<file path="config.mk">
export PLATFORM = sky130hd
export DESIGN_NAME = dio_pin_arbiter
export DESIGN_NICKNAME = d
export VERILOG_FILES = /design/src/rtl/dio_pkg.sv /design/src/rtl/dio_sync.sv /design/src/rtl/dio_ready_pulse.sv /design/src/rtl/dio_regs.sv /design/src/rtl/dio_pin_arbiter.sv
export SDC_FILE = /design/constraint.sdc
export NUM_CORES = 1
export LEC_CHECK = 0
export BUFFER_PORTS_ARGS = -buffer_cell sky130_fd_sc_hd__buf_2
export CAP_MARGIN = 40
export CORE_MARGIN = 3
export CORE_UTILIZATION = 45
export DETAILED_ROUTE_END_ITERATION = 16
export PLACE_DENSITY_LB_ADDON = 0.1
export SETUP_SLACK_MARGIN = 0.2
export SYNTH_ARGS = -nofsm -noshare
export SYNTH_HDL_FRONTEND = slang
export SYNTH_SLANG_ARGS = --single-unit
</file>
<file path="constraint.sdc">
create_clock -name clk -period 3.01 [get_ports clk]
set_input_delay 0.4515 -clock clk [delete_from_list [all_inputs] [get_ports clk]]
set_output_delay 0.4515 -clock clk [all_outputs]
set_load 0.02 [all_outputs]
</file>
<file path="src/rtl/dio_pkg.sv">
package dio_pkg;
  localparam int REG_W    = 16;
  localparam int NUM_PINS = 2;

  localparam logic ADDR_MISC = 1'b0;
  localparam logic ADDR_GPIO = 1'b1;

  // field positions software depends on
  localparam int MISC_EN_BIT  = 2;
  localparam int MISC_POL_BIT = 1;
  localparam int MISC_SEL_BIT = 0;
  localparam int GPIO_DIR_LSB = 0;
  localparam int GPIO_DAT_LSB = 8;

  typedef struct packed {
    logic dr_en;
    logic dr_pol;
    logic dr_sel;
  } misc_t;

  typedef struct packed {
    logic [NUM_PINS-1:0] dir;
    logic [NUM_PINS-1:0] dout;
  } gpio_t;
endpackage

</file>
<file path="src/rtl/dio_sync.sv">
module dio_sync #(
  parameter int WIDTH  = 2,
  parameter int STAGES = 2
) (
  input  logic             clk,
  input  logic             rst_n,
  input  logic [WIDTH-1:0] din,
  output logic [WIDTH-1:0] dout
);
  logic [STAGES-1:0][WIDTH-1:0] stage_q;

  always_ff @(posedge clk or negedge rst_n) begin
    if (!rst_n) begin
      stage_q <= '0;
    end else begin
      stage_q[0] <= din;
      for (int s = 1; s < STAGES; s++) begin
        stage_q[s] <= stage_q[s-1];
      end
    end
  end

  assign dout = stage_q[STAGES-1];
endmodule

</file>
<file path="src/rtl/dio_ready_pulse.sv">
module dio_ready_pulse #(
  parameter int PERIOD_CYCLES = 16
) (
  input  logic clk,
  input  logic rst_n,
  input  logic enable,
  input  logic tick,
  output logic active
);
  localparam int PULSE_CYCLES = PERIOD_CYCLES / 4;
  localparam int CW           = $clog2(PULSE_CYCLES + 1);

  logic [CW-1:0] left_q;

  always_ff @(posedge clk or negedge rst_n) begin
    if (!rst_n) begin
      left_q <= '0;
    end else if (!enable) begin
      left_q <= '0;
    end else if (tick) begin
      left_q <= CW'(PULSE_CYCLES);
    end else if (left_q != '0) begin
      left_q <= left_q - 1'b1;
    end
  end

  assign active = (left_q != '0);
endmodule

</file>
<file path="src/rtl/dio_regs.sv">
module dio_regs
  import dio_pkg::*;
(
  input  logic                clk,
  input  logic                rst_n,
  input  logic                wr,
  input  logic                addr,
  input  logic [REG_W-1:0]    wdata,
  input  logic [NUM_PINS-1:0] pin_level,
  output misc_t               misc_q,
  output gpio_t               gpio_q,
  output logic [REG_W-1:0]    rdata
);
  always_ff @(posedge clk or negedge rst_n) begin
    if (!rst_n) begin
      misc_q <= '0;
      gpio_q <= '0;
    end else if (wr) begin
      if (addr == ADDR_MISC) begin
        misc_q.dr_en  <= wdata[MISC_EN_BIT];
        misc_q.dr_pol <= wdata[MISC_POL_BIT];
        misc_q.dr_sel <= wdata[MISC_SEL_BIT];
      end else begin
        gpio_q.dir  <= wdata[GPIO_DIR_LSB +: NUM_PINS];
        gpio_q.dout <= wdata[GPIO_DAT_LSB +: NUM_PINS];
      end
    end
  end

  always_comb begin
    rdata = '0;
    if (addr == ADDR_GPIO) begin
      rdata[GPIO_DIR_LSB +: NUM_PINS] = gpio_q.dir;
      rdata[GPIO_DAT_LSB +: NUM_PINS] = pin_level;
    end else begin
      rdata[MISC_EN_BIT]  = misc_q.dr_en;
      rdata[MISC_POL_BIT] = misc_q.dr_pol;
      rdata[MISC_SEL_BIT] = misc_q.dr_sel;
    end
  end
endmodule

</file>
<file path="src/rtl/dio_pin_arbiter.sv">
module dio_pin_arbiter
  import dio_pkg::*;
#(
  parameter int PERIOD_CYCLES = 16,
  parameter int SYNC_STAGES   = 2
) (
  input  logic                clk,
  input  logic                rst_n,
  input  logic                reg_wr,
  input  logic                reg_addr,
  input  logic [REG_W-1:0]    reg_wdata,
  output logic [REG_W-1:0]    reg_rdata,
  input  logic                sample_tick,
  input  logic                alarm_en,
  input  logic                alarm_pin_sel,
  input  logic                alarm_level,
  input  logic [NUM_PINS-1:0] pad_in,
  output logic [NUM_PINS-1:0] pad_oe,
  output logic [NUM_PINS-1:0] pad_out
);
  misc_t               misc_q;
  gpio_t               gpio_q;
  logic [NUM_PINS-1:0] sync_lvl;
  logic                pulse_on;

  dio_sync #(.WIDTH(NUM_PINS), .STAGES(SYNC_STAGES)) u_sync (
    .clk   (clk),
    .rst_n (rst_n),
    .din   (pad_in),
    .dout  (sync_lvl)
  );

  dio_regs u_regs (
    .clk       (clk),
    .rst_n     (rst_n),
    .wr        (reg_wr),
    .addr      (reg_addr),
    .wdata     (reg_wdata),
    .pin_level (sync_lvl),
    .misc_q    (misc_q),
    .gpio_q    (gpio_q),
    .rdata     (reg_rdata)
  );

  dio_ready_pulse #(.PERIOD_CYCLES(PERIOD_CYCLES)) u_pulse (
    .clk    (clk),
    .rst_n  (rst_n),
    .enable (misc_q.dr_en),
    .tick   (sample_tick),
    .active (pulse_on)
  );

  // fixed-priority owner per pin: data-ready, then alarm, then GPIO
  for (genvar p = 0; p < NUM_PINS; p++) begin : g_pin
    logic dr_claim;
    logic al_claim;
    logic dr_level;

    assign dr_claim = misc_q.dr_en && (int'(misc_q.dr_sel) == p);
    assign al_claim = alarm_en && (int'(alarm_pin_sel) == p) && !dr_claim;
    assign dr_level = misc_q.dr_pol ? pulse_on : ~pulse_on;

    assign pad_oe[p]  = dr_claim | al_claim | gpio_q.dir[p];
    assign pad_out[p] = dr_claim ? dr_level :
                        (al_claim ? alarm_level : gpio_q.dout[p]);
  end
endmodule

</file>
======== Word level (Yosys, flattened, before mapping) ========
Cells that the tools add are included.
storage, ports and cells
  output and inout port bits .............. 20
  bits in registers ....................... 14
  word-level logic and storage cells ...... 40
operators by class
  reductions and logical operators ........ 11
  bitwise logic cells ..................... 8
  add/sub/neg operators ................... 1
  eq/ne operators ......................... 1
  multiplexer cells ....................... 11
operator list
  cell                   count
  $mux W3                3
  $logic_and A1 B1 Y1    6
  $mux W1                6
  $mux W2                2
  $not A1 Y1             4
  $or A1 B1 Y1           4
  $reduce_and A2 Y1      2
  $ne A3 B3 Y1 const B   1
  $reduce_bool A3 Y1     1
  $sub A3 B1 Y3 const B  1
  $logic_not A1 Y1       2

======== Depth between registers and ports, before layout ========
  word-level depth ........................ 6
  gate-level depth with buffers ........... 5

======== Cells and area by module ========
Synthesis repeated with hierarchy kept, for this count alone.
second synthesis, totals
  cell total of the unflattened synthesis .. 68
  area total of the unflattened synthesis .. 782.0 um^2
modules (own cells, without submodules)
  module           area an instance (um^2)  cells each  seq. area each (um^2)  instances
  dio_regs         397.9                    33          175.2                  1
  dio_ready_pulse  180.2                    17          75.1                   1
  dio_sync         115.1                    6           100.1                  1
  dio_pin_arbiter  88.8                     12          0.0                    1

======== Worst setup path after synthesis ========
No wires, ideal clock.
  path type ............................... register to output
  from .................................... register u_pulse.left_q[0]
  to ...................................... output port pad_out[1]
  cell stages (with the launch flop) ...... 6
  data required time ...................... 2,558 ps
  setup slack ............................. 1,291 ps
  arrival time ............................ 1,267 ps
  cells stage by stage .................... dfrtp_1 -> inv_1 -> ha_1 -> nand2b_4 -> xor2_1 -> a31oi_1
between the ends
  longest elaborated chain between the ends .. 4
RTL lines
  element                 line                   text
  start, declared         dio_ready_pulse.sv:13  logic [CW-1:0] left_q;
  start signal, assigned  dio_ready_pulse.sv:21  left_q <= CW'(PULSE_CYCLES);
  start signal, assigned  dio_ready_pulse.sv:23  left_q <= left_q - 1'b1;
  $reduce_bool A3 Y1 (*)  dio_ready_pulse.sv:27  assign active = (left_q != '0);
  $not A1 Y1              dio_pin_arbiter.sv:61  assign dr_level = misc_q.dr_pol ? pulse_on : ~pulse_on;
  $mux W1 (*)             dio_pin_arbiter.sv:61
  $mux W1 (*)             dio_pin_arbiter.sv:64  assign pad_out[p] = dr_claim ? dr_level :
  end, declared           dio_pin_arbiter.sv:19  output logic [NUM_PINS-1:0] pad_out
Every way passes the cells marked *; elsewhere a longest branch is shown, timed or not.

======== Final worst setup path ========
Same ends and word-level chain as after synthesis.

==> parameters.txt <==
Parameter                              Value

Job
  Maxcap violations ... 0

Global route
  Antenna violations before repair ... 0
  Vias in the first global route ... 444
  Global-route wire length before repair ... 1880 µm
  Largest net degree at the start of global routing ... 15
  Global-route congestion overflow total ... 0
  Global router's overall resource usage ... 12.3%

Routing
  Top metal layer carrying routed signals ... met4
  TritonRoute pass-1 iters ... 4
  Post-detailed-route DRC marker count ... 0
  Total length of routed wires ... 1240 µm
  Iteration-0 DRC count of the detailed router ... 6
  Routed met3 length ... 85 µm
  Mean number of vias per cell ... 4.87
  DR vias ... 545
  Length of routed met2 wiring ... 579 µm
  Routed length on met1 ... 557 µm
  Antenna-violating nets left ... 0
  WL/cell ... 11.1 µm

Yosys
  Synthesized flop and latch total ... 14
  Count of mapped cells out of synthesis ... 70
  Netlist area before placement ... 774 µm²
  Leading cell types by total area after synthesis ... sky130_fd_sc_hd__dfrtp_1 45%, sky130_fd_sc_hd__buf_4 11%, sky130_fd_sc_hd__mux2_4 9.7%
  Mean Syn Cell Area ... 11.1 µm²
  Async set-or-reset flop fraction in the synthesized netlist ... 100%
  Largest area contributor in the netlist ... sky130_fd_sc_hd__dfrtp_1
  Most frequent cells after synthesis ... 14 x sky130_fd_sc_hd__dfrtp_1, 11 x sky130_fd_sc_hd__buf_4, 6 x sky130_fd_sc_hd__nand2_1
  Number of enable-type register cells in the synthesized netlist ... 0
  Most numerous cell in the Yosys netlist ... sky130_fd_sc_hd__dfrtp_1
  Sequential area share after synthesis ... 45.2%
  Flip-flop cell with the highest count after synthesis ... sky130_fd_sc_hd__dfrtp_1
  Count of unique library cells instantiated by Yosys ... 26
  Top cell type's share of synthesized area ... 45.2%
  Number of warnings printed during yosys synthesis ... 0

STA
  Final period utilization ... 67.3%
  Final Critical Period ... 2.02 ns
  Max-slew violation count ... 0
  Final hold slack ... 0.0578 ns
  Maximum clock skew at final layout ... 0.00236 ns
  Count of endpoints failing setup in the final report ... 0
  Maximum frequency from static timing analysis ... 494 MHz
  Unrepaired setup endpoints after global routing ... no
  Total negative setup slack ... 0 ns
  Final hold vios ... 0

Clock tree
  Cts bufs inserted ... 3
  CTS H-Tree Depth ... 1
  Maximum clock path buffer count ... 2
  Resize count post-CTS ... 0
  Root buf cell ... sky130_fd_sc_hd__clkbuf_4
  Clock tree from TritonCTS ... built
  Clk_lat worst skew ... 0.27 ns
  Clock transition at path regs ... 0.08 ns
  Total setup buffers inserted after CTS ... 0
  CTS hold repair buffers ... 0
  Number of sinks on the clock net ... 14

Die
  Total Die Area ... 2250 µm²
  Cell Rows ... 14
  Starting Density ... 49.7%
  Die Wd ... 47.5 µm
  DIE HEIGHT ... 47.5 µm
  Standard cell core area ... 1560 µm²
  Top-Level Pins ... 46

Worst setup path
  Worst Setup End Kind ... output port
  WP data required ... 2.56 ns
  Crit Path Max Fanout ... 4
  Data arrival time at the worst-slack endpoint ... 1.57 ns
  Startpoint kind of the worst setup timing path ... register
  Count of cells along the worst register-to-register path ... 5
  Category of the critical setup timing path ... reg2out

Pwr
  Tot Pwr ... 503 µW
  Maximum VDD drop ... 0.333 mV
  Pwr dens ... 558 nW/µm²
  Leakage power of the design ... 0.000487 µW

Cells and area
  Number of antenna cells inserted ... 0
  Filler Cell Count ... 148
  Area Overhead vs Synth ... 16.3%
  Fraction of final layout cells with drive strength greater than 1 ... 40.6%
  Nets@finish ... 125
  Area of the multi-input gates ... 360 µm²
  Sequential standard cell area ... 350 µm²

Worst hold path
  Worst hold-check path type ... in2async

Placed design
  Post-detail-place hpwl ... 1010 µm
  Gpl congestion ... 0.748
  Number of buffers added on ports ... 23

Run status
  Status ... finished clean
[report_power, final]
| group | internal [µW] | switching (µW) |
|---|---|---|
| logic | 62.8 | 86.0 |
| registers | 208 | 15.0 |
| clock network | 73.4 | 57.5 |
| total | 344 | 159 |
[cell type report]
| cell class | count | share of cell area (%) |
|---|---|---|
| inverters | 5 | 2.08 |
| well taps | 16 | 2.22 |
| flip-flops and latches | 14 | 38.9 |
| multi-input cells | 50 | 40.0 |
| clock buffers | 4 | 4.03 |
| repair buffers | 23 | 12.8 |
[critical path: stages (launching register included)]
cell,delay (ns)
sky130_fd_sc_hd__dfrtp_1,0.39
sky130_fd_sc_hd__inv_1,0.08
sky130_fd_sc_hd__ha_1,0.21
sky130_fd_sc_hd__nand2b_4,0.09
sky130_fd_sc_hd__xor2_1,0.16
sky130_fd_sc_hd__a31oi_1,0.19
sky130_fd_sc_hd__buf_2,0.20
[metrics by stage]
stage	setup WS (ns)	cells	util (%)	instance area [µm²]
global placement	1.28	108	55.5	865
detailed placement	1.29	108	55.5	865
CTS	0.978	112	57.8	901
global route	0.924	112	57.8	901
floorplan	1.29	80	-	812
finish	0.985	112	57.8	901
[layer usage]
metal / up-vias / track usage [%]
li1: 266 / -
met1: 256 / 16.9
met2: 21 / 17.6
met3: 2 / 3.38
met4: 0 / 6.63
met5: - / 0
[state kept, by name, summed over array words and instances (netlist names)]
register        flops
u_regs.misc_q       3
u_regs.gpio_q       4
u_sync.stage_q      2
u_sync.dout         2
u_pulse.left_q      3
[path summary, 6_finish.rpt]
| path | start | endpoint | slack, ns |
|---|---|---|---|
| worst max-delay path | u_pulse.left_q[0]$_DFFE_PN0P_ | pad_out[1] | 0.99 |
| worst max register to register | u_pulse.left_q[0]$_DFFE_PN0P_ | u_pulse.left_q[1]$_DFFE_PN0P_ | 1.78 |
| worst min-delay path | rst_n | u_pulse.left_q[1]$_DFFE_PN0P_ | 0.06 |
| max in group asynchronous | rst_n | u_regs.misc_q[2]$_DFFE_PN0P_ | 2.72 |
| min in group clk | pad_in[0] | u_sync.stage_q[0]$_DFF_PN0_ | 0.28 |
| worst min register to register | u_sync.stage_q[1]$_DFF_PN0_ | u_sync.dout[1]$_DFF_PN0_ | 0.35 |
[cell families after synthesis]
| kind of cell | after synthesis | share of synthesized area, % |
|---|---|---|
| multiplexers | 8 | 13.7 |
| AND/OR/NAND/NOR | 18 | 14.2 |
| buffers and inverters | 16 | 13.1 |
| AO/OA/AOI/OAI | 9 | 7.75 |
| adder cells (fa/ha/maj) | 2 | 3.23 |
| XOR/XNOR | 2 | 2.26 |
| flip-flops | 14 | 45.2 |
| other | 1 | 0.484 |
[cell usage in the layout (no fill, tap or decap), types with 2 or more instances in the layout]
cell and n:
sky130_fd_sc_hd__mux2_4 5, sky130_fd_sc_hd__nand2_1 6, sky130_fd_sc_hd__conb_1 11, sky130_fd_sc_hd__buf_2 23, sky130_fd_sc_hd__dfrtp_1 14, sky130_fd_sc_hd__clkbuf_4 3
sky130_fd_sc_hd__mux2i_1 2, sky130_fd_sc_hd__inv_1 5, sky130_fd_sc_hd__nor2_1 2, sky130_fd_sc_hd__and2_2 2, sky130_fd_sc_hd__ha_1 2, sky130_fd_sc_hd__a21oi_1 3
sky130_fd_sc_hd__o21ai_0 3
(Power assumes the default switching activity.)
